File: config.mk
export PLATFORM = sky130hd
export DESIGN_NAME = snp_wb_seq
export DESIGN_NICKNAME = d
export VERILOG_FILES = /design/src/rtl/snp_wb_pkg.sv /design/src/rtl/snp_tag_store.sv /design/src/rtl/snp_lookup.sv /design/src/rtl/snp_wb_ctrl.sv /design/src/rtl/snp_wb_seq.sv
export SDC_FILE = /design/constraint.sdc
export NUM_CORES = 1
export LEC_CHECK = 0
export ABC_AREA = 1
export ABC_CLOCK_PERIOD_IN_PS = 2790
export BUFFER_PORTS_ARGS = -buffer_cell sky130_fd_sc_hd__clkbuf_2
export CAP_MARGIN = 30
export CELL_PAD_IN_SITES_DETAIL_PLACEMENT = 0
export CELL_PAD_IN_SITES_GLOBAL_PLACEMENT = 1
export CORE_MARGIN = 4
export CORE_UTILIZATION = 42
export DETAILED_ROUTE_END_ITERATION = 8
export GPL_ROUTABILITY_DRIVEN = 0
export PLACE_DENSITY_LB_ADDON = 0.1
export SLEW_MARGIN = 10
export SYNTH_ARGS = -nofsm -noshare
export SYNTH_HDL_FRONTEND = slang
export SYNTH_SLANG_ARGS = --single-unit
File: constraint.sdc
create_clock -name clk -period 2.79 [get_ports clk]
set_input_delay 0.558 -clock clk [delete_from_list [all_inputs] [get_ports clk]]
set_output_delay 0.558 -clock clk [all_outputs]
set_load 0.005 [all_outputs]
File: src/rtl/snp_wb_pkg.sv
// Shared types for the snoop write-back sequencer.
package snp_wb_pkg;

    // Coherence state of one cached line.
    typedef enum logic [1:0] {
        LS_INV = 2'd0,
        LS_SHR = 2'd1,
        LS_EXC = 2'd2,
        LS_MOD = 2'd3
    } line_st_t;

    // Phases of the hold handshake and write-back burst.
    typedef enum logic [2:0] {
        SQ_IDLE = 3'd0,
        SQ_HIT  = 3'd1,
        SQ_GAP  = 3'd2,
        SQ_ADDR = 3'd3,
        SQ_DATA = 3'd4,
        SQ_DONE = 3'd5
    } seq_st_t;

endpackage

File: src/rtl/snp_tag_store.sv
// Direct-mapped tag and coherence-state store, one register set per line.
// Assumes at most one snoop update and one fill per cycle; when both target
// the same set, the snoop update wins and the fill is dropped.
module snp_tag_store
    import snp_wb_pkg::*;
#(
    parameter int SETS  = 8,
    parameter int IDX_W = 3,
    parameter int TAG_W = 9
) (
    input  logic             clk,
    input  logic             rst_n,
    input  logic [IDX_W-1:0] rd_idx,
    output logic [TAG_W-1:0] rd_tag,
    output line_st_t         rd_state,
    input  logic             upd_en,
    input  logic [IDX_W-1:0] upd_idx,
    input  line_st_t         upd_state,
    input  logic             fill_en,
    input  logic [IDX_W-1:0] fill_idx,
    input  logic [TAG_W-1:0] fill_tag,
    input  line_st_t         fill_state
);

    logic [TAG_W-1:0] tag_all [SETS];
    line_st_t         st_all  [SETS];

    for (genvar s = 0; s < SETS; s++) begin : g_set
        logic [TAG_W-1:0] tag_q;
        line_st_t         st_q;
        logic             upd_hit;
        logic             fill_hit;

        assign upd_hit  = upd_en  && (upd_idx  == IDX_W'(s));
        assign fill_hit = fill_en && (fill_idx == IDX_W'(s));

        // Per-line register: reset invalid, snoop update before fill.
        always_ff @(posedge clk) begin
            if (!rst_n) begin
                tag_q <= '0;
                st_q  <= LS_INV;
            end else if (upd_hit) begin
                st_q  <= upd_state;
            end else if (fill_hit) begin
                tag_q <= fill_tag;
                st_q  <= fill_state;
            end
        end

        assign tag_all[s] = tag_q;
        assign st_all[s]  = st_q;
    end

    // Read port: combinational select of the addressed set.
    always_comb begin
        rd_tag   = tag_all[rd_idx];
        rd_state = st_all[rd_idx];
    end

endmodule

File: src/rtl/snp_lookup.sv
// Snoop admission and two-stage lookup pipeline.
// Stage 1 holds an accepted strobe and reads the tag store; stage 2 holds
// the result, which the controller consumes. Assumes seq_idle is low from
// a dirty hit until its write-back finishes.
module snp_lookup
    import snp_wb_pkg::*;
#(
    parameter int ADDR_W = 16,
    parameter int OFF_W  = 4,
    parameter int IDX_W  = 3,
    parameter int TAG_W  = 9,
    parameter int LINE_W = 12
) (
    input  logic              clk,
    input  logic              rst_n,
    input  logic              snp_strobe_n,
    input  logic [ADDR_W-1:0] snp_addr,
    input  logic              snp_inv,
    input  logic              hold_ack,
    input  logic              seq_idle,
    output logic [IDX_W-1:0]  rd_idx,
    input  logic [TAG_W-1:0]  rd_tag,
    input  line_st_t          rd_state,
    output logic              accept,
    output logic              upd_en,
    output logic [IDX_W-1:0]  upd_idx,
    output line_st_t          upd_state,
    output logic              res_v,
    output logic              res_mod,
    output logic [LINE_W-1:0] res_line,
    output logic              snoop_hit
);

    logic              ack_d;
    logic              s1_v;
    logic [ADDR_W-1:0] s1_addr;
    logic              s1_inv;
    logic [TAG_W-1:0]  s1_tag;
    logic              look_hit;
    logic              res_hit;

    // Grant history: hold_ack as seen one edge earlier.
    always_ff @(posedge clk) begin
        if (!rst_n) ack_d <= 1'b0;
        else        ack_d <= hold_ack;
    end

    // Admission: grant stable for a cycle, controller idle, pipe empty.
    assign accept = !snp_strobe_n && hold_ack && ack_d && seq_idle && !s1_v && !res_v;

    // Stage 1 capture of the accepted strobe.
    always_ff @(posedge clk) begin
        if (!rst_n) begin
            s1_v    <= 1'b0;
            s1_addr <= '0;
            s1_inv  <= 1'b0;
        end else begin
            s1_v <= accept;
            if (accept) begin
                s1_addr <= snp_addr;
                s1_inv  <= snp_inv;
            end
        end
    end

    assign rd_idx = s1_addr[OFF_W +: IDX_W];
    assign s1_tag = s1_addr[ADDR_W-1 -: TAG_W];

    // Tag compare on the stage 1 address.
    assign look_hit = s1_v && (rd_state != LS_INV) && (rd_tag == s1_tag);

    // State update from the invalidate flag on any hit.
    always_comb begin
        upd_en    = look_hit;
        upd_idx   = rd_idx;
        upd_state = s1_inv ? LS_INV : LS_SHR;
    end

    // Stage 2 result register handed to the controller.
    always_ff @(posedge clk) begin
        if (!rst_n) begin
            res_v    <= 1'b0;
            res_mod  <= 1'b0;
            res_hit  <= 1'b0;
            res_line <= '0;
        end else begin
            res_v    <= s1_v;
            res_mod  <= look_hit && (rd_state == LS_MOD);
            res_hit  <= look_hit;
            res_line <= s1_addr[ADDR_W-1:OFF_W];
        end
    end

    // Presence flag, published alongside hitm_n.
    always_ff @(posedge clk) begin
        if (!rst_n)     snoop_hit <= 1'b0;
        else if (res_v) snoop_hit <= res_hit;
    end

    // the lookup stage is only ever loaded by an admitted strobe.
    p_stage_load_r2: assert property (@(posedge clk) disable iff (!rst_n)
        $rose(s1_v) |-> $past(hold_ack) && $past(ack_d));

endmodule

File: src/rtl/snp_wb_ctrl.sv
// Hold handshake and write-back burst controller.
// Assumes res_v/res_mod arrive only while idle. Drops the grant once hold is
// released after a dirty hit, bursts the line, and re-grants after completion.
module snp_wb_ctrl
    import snp_wb_pkg::*;
#(
    parameter int LINE_W     = 12,
    parameter int BEAT_W     = 2,
    parameter int GAP_CYCLES = 1,
    parameter int GAP_W      = 1
) (
    input  logic              clk,
    input  logic              rst_n,
    input  logic              hold_req,
    input  logic              res_v,
    input  logic              res_mod,
    input  logic [LINE_W-1:0] res_line,
    input  logic              rdy_n,
    input  logic              last_n,
    output logic              hold_ack,
    output logic              hitm_n,
    output logic              ads_n,
    output logic              burst_n,
    output logic              bus_write,
    output logic [LINE_W-1:0] wb_line,
    output logic [BEAT_W-1:0] wb_beat,
    output logic              seq_idle
);

    seq_st_t          st_q;
    seq_st_t          st_d;
    logic [GAP_W-1:0] gap_q;
    logic             dirty_in;
    logic             rel_seen;
    logic             gap_out;
    logic             beat_rdy;
    logic             burst_end;

    assign dirty_in  = res_v && res_mod;
    assign rel_seen  = (st_q == SQ_HIT) && !hold_req;
    assign gap_out   = (st_q == SQ_GAP) && (gap_q == '0);
    assign beat_rdy  = (st_q == SQ_DATA) && !rdy_n;
    assign burst_end = beat_rdy && !last_n;

    // Next-state selection for the handshake sequence.
    always_comb begin
        st_d = st_q;
        case (st_q)
            SQ_IDLE: if (dirty_in)  st_d = SQ_HIT;
            SQ_HIT:  if (rel_seen)  st_d = SQ_GAP;
            SQ_GAP:  if (gap_out)   st_d = SQ_ADDR;
            SQ_ADDR:                st_d = SQ_DATA;
            SQ_DATA: if (burst_end) st_d = SQ_DONE;
            SQ_DONE:                st_d = SQ_IDLE;
            default:                st_d = SQ_IDLE;
        endcase
    end

    // State register.
    always_ff @(posedge clk) begin
        if (!rst_n) st_q <= SQ_IDLE;
        else        st_q <= st_d;
    end

    // Grant register: follows hold_req only when the bus is not ours.
    always_ff @(posedge clk) begin
        if (!rst_n)
            hold_ack <= 1'b0;
        else if (st_q == SQ_IDLE || st_q == SQ_HIT)
            hold_ack <= hold_req;
        else
            hold_ack <= 1'b0;
    end

    // Hit-modified flag: set on a dirty result, cleared on the last beat.
    always_ff @(posedge clk) begin
        if (!rst_n)                          hitm_n <= 1'b1;
        else if (st_q == SQ_IDLE && dirty_in) hitm_n <= 1'b0;
        else if (burst_end)                  hitm_n <= 1'b1;
    end

    // Line address latched for the burst.
    always_ff @(posedge clk) begin
        if (!rst_n)                          wb_line <= '0;
        else if (st_q == SQ_IDLE && dirty_in) wb_line <= res_line;
    end

    // Gap counter between hold release and the address strobe.
    always_ff @(posedge clk) begin
        if (!rst_n)          gap_q <= '0;
        else if (rel_seen)   gap_q <= GAP_W'(GAP_CYCLES - 1);
        else if (st_q == SQ_GAP && !gap_out) gap_q <= gap_q - 1'b1;
    end

    // Beat counter: cleared on hold release, stepped by non-final readies.
    always_ff @(posedge clk) begin
        if (!rst_n)                   wb_beat <= '0;
        else if (rel_seen)            wb_beat <= '0;
        else if (beat_rdy && last_n)  wb_beat <= wb_beat + 1'b1;
    end

    // Bus control decode from the registered state.
    always_comb begin
        ads_n     = (st_q != SQ_ADDR);
        burst_n   = (st_q != SQ_ADDR);
        bus_write = (st_q == SQ_ADDR) || (st_q == SQ_DATA);
        seq_idle  = (st_q == SQ_IDLE);
    end

    // the grant is never up while this block drives the bus.
    p_no_ack_on_bus_r5: assert property (@(posedge clk) disable iff (!rst_n)
        (!ads_n || st_q == SQ_DATA) |-> !hold_ack);

    // the address strobe always carries burst and write qualifiers.
    p_strobe_quals_r6: assert property (@(posedge clk) disable iff (!rst_n)
        !ads_n |-> (!burst_n && bus_write));

    // the strobe starts only after the grant was already down.
    p_strobe_after_drop_r6: assert property (@(posedge clk) disable iff (!rst_n)
        $fell(ads_n) |-> !$past(hold_ack));

    // without a ready the beat index holds inside the data phase.
    p_beat_needs_rdy_r7: assert property (@(posedge clk) disable iff (!rst_n)
        (st_q == SQ_DATA && $past(st_q == SQ_DATA) && $past(rdy_n)) |-> $stable(wb_beat));

    // the grant is raised only in answer to a sampled hold request.
    p_ack_rise_r9: assert property (@(posedge clk) disable iff (!rst_n)
        $rose(hold_ack) |-> $past(hold_req));

endmodule

File: src/rtl/snp_wb_seq.sv
// Snoop hit write-back sequencer top: joins the tag store, the snoop
// lookup pipeline and the hold/write-back controller. Assumes a single
// clock and that fills come from the processor's own miss path.
module snp_wb_seq
    import snp_wb_pkg::*;
#(
    parameter int ADDR_W     = 16,
    parameter int OFF_W      = 4,
    parameter int SETS       = 8,
    parameter int BEATS      = 4,
    parameter int GAP_CYCLES = 1,
    localparam int IDX_W     = $clog2(SETS),
    localparam int TAG_W     = ADDR_W - OFF_W - IDX_W,
    localparam int LINE_W    = ADDR_W - OFF_W,
    localparam int BEAT_W    = (BEATS > 1) ? $clog2(BEATS) : 1,
    localparam int GAP_W     = $clog2(GAP_CYCLES + 1)
) (
    input  logic              clk,
    input  logic              rst_n,
    input  logic              hold_req,
    output logic              hold_ack,
    input  logic              snp_strobe_n,
    input  logic [ADDR_W-1:0] snp_addr,
    input  logic              snp_inv,
    output logic              hitm_n,
    output logic              snoop_hit,
    input  logic              fill_en,
    input  logic [ADDR_W-1:0] fill_addr,
    input  logic              fill_dirty,
    output logic              ads_n,
    output logic              burst_n,
    output logic              bus_write,
    output logic [LINE_W-1:0] wb_line,
    output logic [BEAT_W-1:0] wb_beat,
    input  logic              rdy_n,
    input  logic              last_n
);

    logic [IDX_W-1:0]  rd_idx;
    logic [TAG_W-1:0]  rd_tag;
    line_st_t          rd_state;
    logic              upd_en;
    logic [IDX_W-1:0]  upd_idx;
    line_st_t          upd_state;
    line_st_t          fill_state;
    logic              accept;
    logic              res_v;
    logic              res_mod;
    logic [LINE_W-1:0] res_line;
    logic              seq_idle;

    assign fill_state = fill_dirty ? LS_MOD : LS_EXC;

    snp_tag_store #(
        .SETS  (SETS),
        .IDX_W (IDX_W),
        .TAG_W (TAG_W)
    ) u_store (
        .clk        (clk),
        .rst_n      (rst_n),
        .rd_idx     (rd_idx),
        .rd_tag     (rd_tag),
        .rd_state   (rd_state),
        .upd_en     (upd_en),
        .upd_idx    (upd_idx),
        .upd_state  (upd_state),
        .fill_en    (fill_en),
        .fill_idx   (fill_addr[OFF_W +: IDX_W]),
        .fill_tag   (fill_addr[ADDR_W-1 -: TAG_W]),
        .fill_state (fill_state)
    );

    snp_lookup #(
        .ADDR_W (ADDR_W),
        .OFF_W  (OFF_W),
        .IDX_W  (IDX_W),
        .TAG_W  (TAG_W),
        .LINE_W (LINE_W)
    ) u_look (
        .clk          (clk),
        .rst_n        (rst_n),
        .snp_strobe_n (snp_strobe_n),
        .snp_addr     (snp_addr),
        .snp_inv      (snp_inv),
        .hold_ack     (hold_ack),
        .seq_idle     (seq_idle),
        .rd_idx       (rd_idx),
        .rd_tag       (rd_tag),
        .rd_state     (rd_state),
        .accept       (accept),
        .upd_en       (upd_en),
        .upd_idx      (upd_idx),
        .upd_state    (upd_state),
        .res_v        (res_v),
        .res_mod      (res_mod),
        .res_line     (res_line),
        .snoop_hit    (snoop_hit)
    );

    snp_wb_ctrl #(
        .LINE_W     (LINE_W),
        .BEAT_W     (BEAT_W),
        .GAP_CYCLES (GAP_CYCLES),
        .GAP_W      (GAP_W)
    ) u_ctrl (
        .clk       (clk),
        .rst_n     (rst_n),
        .hold_req  (hold_req),
        .res_v     (res_v),
        .res_mod   (res_mod),
        .res_line  (res_line),
        .rdy_n     (rdy_n),
        .last_n    (last_n),
        .hold_ack  (hold_ack),
        .hitm_n    (hitm_n),
        .ads_n     (ads_n),
        .burst_n   (burst_n),
        .bus_write (bus_write),
        .wb_line   (wb_line),
        .wb_beat   (wb_beat),
        .seq_idle  (seq_idle)
    );

    // admission needs the grant up now and at the previous edge.
    p_accept_grant_r2: assert property (@(posedge clk) disable iff (!rst_n)
        accept |-> (hold_ack && $past(hold_ack)));

    // hitm_n falls exactly three edges after the admitting edge.
    p_hitm_delay_r3: assert property (@(posedge clk) disable iff (!rst_n)
        $fell(hitm_n) |-> $past(accept, 3));

    // hitm_n releases only after a final-beat ready.
    p_hitm_release_r8: assert property (@(posedge clk) disable iff (!rst_n)
        $rose(hitm_n) |-> $past(!rdy_n && !last_n));

    // no strobe is admitted while a dirty hit is outstanding.
    p_no_snoop_pending_r10: assert property (@(posedge clk) disable iff (!rst_n)
        !hitm_n |-> !accept);

endmodule

# After elaboration in Yosys (flattened, before gate mapping)
# Index checks and enable logic that the tools add are counted.
[word_totals]
register_bits = 143
output_inout_bits = 20
wordCells = 166
[op_classes]
addsub = 2
n_lt_le_gt_ge = 1
n_eq_ne = 25
mux = 31
bitwise_logic = 11
reduce_logical = 65
[ops]
columns = ["operator", "n"]
rows = [
  ["$mux 2", 18],
  ["$logic_and 1x1->1", 32],
  ["$bmux 9 s3", 1],
  ["$eq 3x3->1 const B", 9],
  ["$reduce_bool 2->1", 10],
  ["$eq 3x2->1 const B", 6],
  ["$mux 9", 2],
  ["$reduce_and 2->1", 9],
  ["$pmux 3 s5", 1],
  ["$mux 3", 4],
  ["$not 1->1", 10],
  ["$eq 3x1->1 const B", 3],
  ["$eq 9x9->1", 1],
  ["$logic_not 3->1", 3],
  ["$ne 2x1->1 const B", 4],
  ["$logic_not 1->1", 7],
  ["$bmux 2 s3", 1],
  ["$ge 4x4->1 const B", 1],
  ["$mux 1", 4],
  ["$not 3->4", 1],
  ["$reduce_and 4->1", 1],
  ["$ne 3x2->1 const B", 1],
  ["$add 2x1->2 const B", 1],
  ["$eq 2x2->1 const B", 1],
  ["3 further kinds", 4],
]

# Longest topological paths before layout
[depth]
word_depth = 10
mapped_depth = 19
depth_no_buf = 16

# Modules after synthesis
# From an unflattened synthesis, not the netlist that was laid out.
[unflattened]
cells_unflattened = 940
hier_area_um2 = 6458.7
[modules_own_cells]
columns = ["mod", "instances", "cells_each", "area_each_um2", "seq_area_each_um2"]
rows = [
  ["snp_tag_store", 1, 678, 4289.1, 1761.7],
  ["snp_lookup", 1, 149, 1217.4, 620.6],
  ["snp_wb_ctrl", 1, 112, 948.4, 400.4],
  ["snp_wb_seq", 1, 1, 3.8, 0.0],
]

# Least setup slack after synthesis
# Ideal clock, no wire load.
[synth_path]
path_type = "flip-flop to flip-flop"
startpoint = "register u_look.s1_addr[4]"
endpoint = "register u_store.g_set[7].tag_q[0]"
setup_ps = 115
t_arrival_ps = 1922
required_ps = 2675
slack_ps = 753
stages_incl_launch_ff = 18
n_path_buf = 4
path_cell_list = "dfxtp_1 buf_4 inv_2 buf_4 nand2_1 nand2_1 nand2_1 nand4_1 nand2_1 nand2_1 nand2_1 nand2_1 nor2_2 buf_6 nand3_2 buf_4 a21oi_1 nor2_1"
[synth_between]
elab_chain_cells = 10
elab_cells_between_ends = 15
classes_between = "eq/ne: 2; mux: 6; bitwise: 2; reduce/logical: 5"
[synth_lines]
columns = ["item", "line", "text"]
rows = [
  ["start, declared", "snp_lookup.sv:36", "logic [ADDR_W-1:0] s1_addr;"],
  ["start signal, assigned", "snp_lookup.sv:60", "s1_addr <= snp_addr;"],
  ["parallel branches: the longest is 7 deep, another holds $bmux 9 s3", "-", ""],
  ["$logic_and 1x1->1 (*)", "snp_tag_store.sv:34", "assign upd_hit = upd_en && (upd_idx == IDX_W'(s));"],
  ["$not 1->1 (no source line) (*)", "-", ""],
  ["$reduce_and 2->1 (no source line) (*)", "-", ""],
  ["end signal, assigned", "snp_tag_store.sv:45", "tag_q <= fill_tag;"],
  ["end, declared", "snp_tag_store.sv:29", "logic [TAG_W-1:0] tag_q;"],
]
# Every way passes the cells marked *. The select of a mux whose other input is x is not followed.
# A chain may end at the register's enable or synchronous reset.

# Worst setup path in the final report
[layout_path]
startpoint = "register u_look.s1_addr[4]"
endpoint = "register u_store.g_set[4].tag_q[5]"
[layout_between]
elab_chain_cells = 10
elab_cells_between_ends = 15
classes_between = "eq/ne: 2; mux: 6; bitwise: 2; reduce/logical: 5"
[layout_lines]
columns = ["item", "line"]
rows = [
  ["parallel branches: the longest is 7 deep, another holds $bmux 9 s3", "-"],
  ["$logic_and 1x1->1 (*)", "snp_tag_store.sv:34"],
  ["$not 1->1 (no source line) (*)", "-"],
  ["$reduce_and 2->1 (no source line) (*)", "-"],
  ["end signal, assigned", "snp_tag_store.sv:45"],
  ["end, declared", "snp_tag_store.sv:29"],
]
# Marks and branches as above.

==> results.py <==
metrics = {
    "global_route": {
        "grt_pass1_vias": 5673,
        "grt.total_usage_pct": 21.8,
        "grt_max_degree": 111,
        "grt_pass1_wl_um": 30900,
        "grt_antenna_before_repair": 0,
        "grt-ovfl-total": 0,
    },
    "setup_path": {
        "worstSetupStartpointType": "flop",
        "cp.required_ns": 3.10,
        "crit_arrival_ns": 2.86,
        "endpoint_kind": "flop",
        "r2r-start": "u_look.s1_addr[4]",
        "path_class": "flop to flop",
        "cp-startpoint": "u_look.s1_addr[4]",
        "cp_max_fo": 21,
    },
    "yosys": {
        "netlist_area_um2": 6610,
        "synth-seq-cells": 139,
        "yosysUniqueCellTypes": 28,
        "syn_inst": 1012,
        "synth-edff-count": 0,
        "async_flop_share_pct": 0,
        "yosys_warnings": 0,
        "yosysSeqAreaShare_pct": 42.1,
        "synthFlopType": "dfxtp_1",
        "avgSynthCellArea_um2": 6.53,
        "syn_nets": 1053,
    },
    "die": {
        "die_x_um": 133,
        "io_pins": 61,
        "rows": 45,
        "coreArea_um2": 15300,
        "start_util_pct": 43.1,
        "die_h_um": 133,
        "die_area_um2": 17800,
    },
    "cts": {
        "htree_levels": 4,
        "cts_hold_buf": 0,
        "clk_path_buf_depth": 2,
        "clock_latency_ns": 0.42,
        "clk_pin_slew_ns": 0.07,
        "cts_tree": "done",
        "numCtsBuffers": 17,
        "cts_root_buffer": "clkbuf_16",
        "cts_num_sinks": 139,
    },
    "finish": {
        "num-nets-final": 1097,
        "area_delta_synth_final_pct": 17.8,
        "mostFrequentLayoutCell": "nand2_1",
        "drive_above_1_share_pct": 12.4,
        "final_util_pct": 50.8,
        "diodes": 0,
        "layout_common_cells": "nand2_1, dfxtp_1, nor2_1",
    },
    "power_and_ir_drop": {
        "power_leakage_uw": 0.00360,
        "internal_power_uw": 3530,
        "peakVddDrop_mv": 0.401,
        "combPwrFrac_pct": 6.7,
        "power_uw": 4740,
        "power.share.switching_pct": 25.5,
        "power_density_nw_per_um2": 609,
        "p_clk_share_pct": 49.9,
        "p_seq_share_pct": 43.5,
        "switching_power_uw": 1210,
    },
    "timing": {
        "fin_skew_ns": 0.0101,
        "fmax_mhz": 393,
        "rsz0062_at_grt": "no",
        "slew_headroom_pct": 58.3,
        "fin_crit_ns": 2.54,
        "worstMarginPinSlew_ns": 0.625,
        "fin_crit_sh_pct": 91.2,
        "tns_ns": 0,
        "hold_viol_final": 0,
        "setup_ws_ns": 0.247,
        "setup_violations": 0,
        "drv_slew": 0,
    },
    "placed_design": {
        "place_ws_ns": 0.265,
        "port_buffers": 52,
        "dp_hpwl_um": 12500,
    },
    "routing": {
        "dr.pass1.iters": 5,
        "post_drt_wl_per_cell_um": 14.8,
        "drt-total-wl_um": 19000,
        "vias_per_cell": 4.88,
        "drtIter0Drc": 417,
        "route.detailed.drc": 0,
        "vias": 6241,
        "ant_nets": 0,
    },
    "flow_run": {
        "drv_cap": 0,
    },
    "worst_hold_path": {
        "min_path_type": "input port to flop",
        "min-delay-start": "snp_addr[14]",
    },
    "outcome": {
        "status": "complete, no violations",
    },
}
## per-stage QoR
step	cells	hold slack [ns]	area [um^2]
after global routing	1280	0.355	7780
after floorplan	1012	0.409	6610
final	1280	0.362	7780
after CTS	1279	0.348	7760
after global placement	1247	0.422	7140
after detailed placement	1247	0.431	7140
## logic make-up (layout without fill, tap and decap cells)
| family | Yosys count | after routing | share of synthesized area (%) |
|---|---|---|---|
| and+or+nand+nor | 542 | 542 | 34.3 |
| buffers and inverters | 172 | 229 | 10.8 |
| AOI/OAI and AO/OA | 159 | 159 | 12.8 |
| DFF | 139 | 139 | 42.1 |
## cells in the mapped netlist, drive strengths merged, types with 3 or more instances
cell / instances / area share [%]
o211ai: 9 / 1.0
buf: 32 / 2.8
nand4: 17 / 1.6
clkbuf: 34 / 1.9
a21oi: 104 / 7.9
nand3: 115 / 8.8
nor2: 123 / 7.3
o22ai: 12 / 1.1
nand3b: 3 / 0.34
dfxtp: 139 / 42
o21ai: 30 / 2.3
nand2: 278 / 16
nor3: 4 / 0.30
inv: 106 / 6.0
## registers in the layout, summed over array words and instances, names as in the netlist
| name | cells |
|---|---|
| u_ctrl.gap_q | 1 |
| u_ctrl.hitm_n | 1 |
| u_ctrl.hold_ack | 1 |
| u_ctrl.st_q | 3 |
| u_ctrl.wb_beat | 2 |
| u_ctrl.wb_line | 12 |
| u_look.ack_d | 1 |
| u_look.res_hit | 1 |
| u_look.res_line | 12 |
| u_look.res_mod | 1 |
| u_look.res_v | 1 |
| u_look.s1_addr | 12 |
| u_look.s1_inv | 1 |
| u_look.s1_v | 1 |
| u_look.snoop_hit | 1 |
| u_store.g_set.st_q | 16 |
| u_store.g_set.tag_q | 72 |
## metal layers
| layer | share of wire, % | routed length, um | track usage, % | vias to the layer above |
|---|---|---|---|---|
| met5 | 0 | 0 | 0 | - |
| met4 | 0.94 | 178 | 5.89 | 0 |
| met3 | 6.0 | 1130 | 4.68 | 13 |
| met2 | 44 | 8380 | 34.1 | 174 |
| met1 | 49 | 9280 | 30.7 | 2717 |
| li1 | - | - | - | 3337 |
## critical path, cell delays in order, from the launching register on
cell     delay (ns)
dfxtp_1        0.35
buf_4          0.19
nor2_2         0.40
buf_4          0.23
a21oi_1        0.07
nand3_1        0.12
nand3_1        0.08
nand2_1        0.08
nand2_1        0.06
nor2_2         0.13
buf_12         0.16
nand3_1        0.08
buf_4          0.23
a21oi_1        0.16
nor2_1         0.07
## power groups by stage
stage / Combinational (uW) / Sequential [uW] / Clock [uW]
2_1_floorplan: 213 / 2100 / 0
3_3_place_gp: 315 / 2100 / 0
3_5_place_dp: 315 / 2100 / 0
4_1_cts: 316 / 2060 / 2400
5_1_grt: 362 / 2060 / 2500
6_report: 315 / 2060 / 2360
## cell type report
cell class | instances | area, um^2
fillers | 1635 | 7530
well taps | 211 | 264
multi-input cells | 701 | 3120
repair buffers | 91 | 606
flip-flops and latches | 139 | 2780
clock inverters | 14 | 175
inverters | 106 | 398
clock buffers | 18 | 439
## worst paths after layout
| path | endpoint | slack (ns) | cells past startpoint |
|---|---|---|---|
| hold / removal | u_look.s1_addr[14] | 0.36 | 3 |
| setup / recovery | u_store.g_set[4].tag_q[5] | 0.25 | 14 |
| setup reg to reg | u_store.g_set[4].tag_q[5] | 0.25 | 14 |
| hold reg to reg | u_look.snoop_hit | 0.44 | 2 |
## timing repair
action                                  4_1_cts  5_1_grt
buffers inserted                              0        1
resized for setup                             0        1
endpoints found under the setup margin        0       42
(Power assumes the default switching activity.)
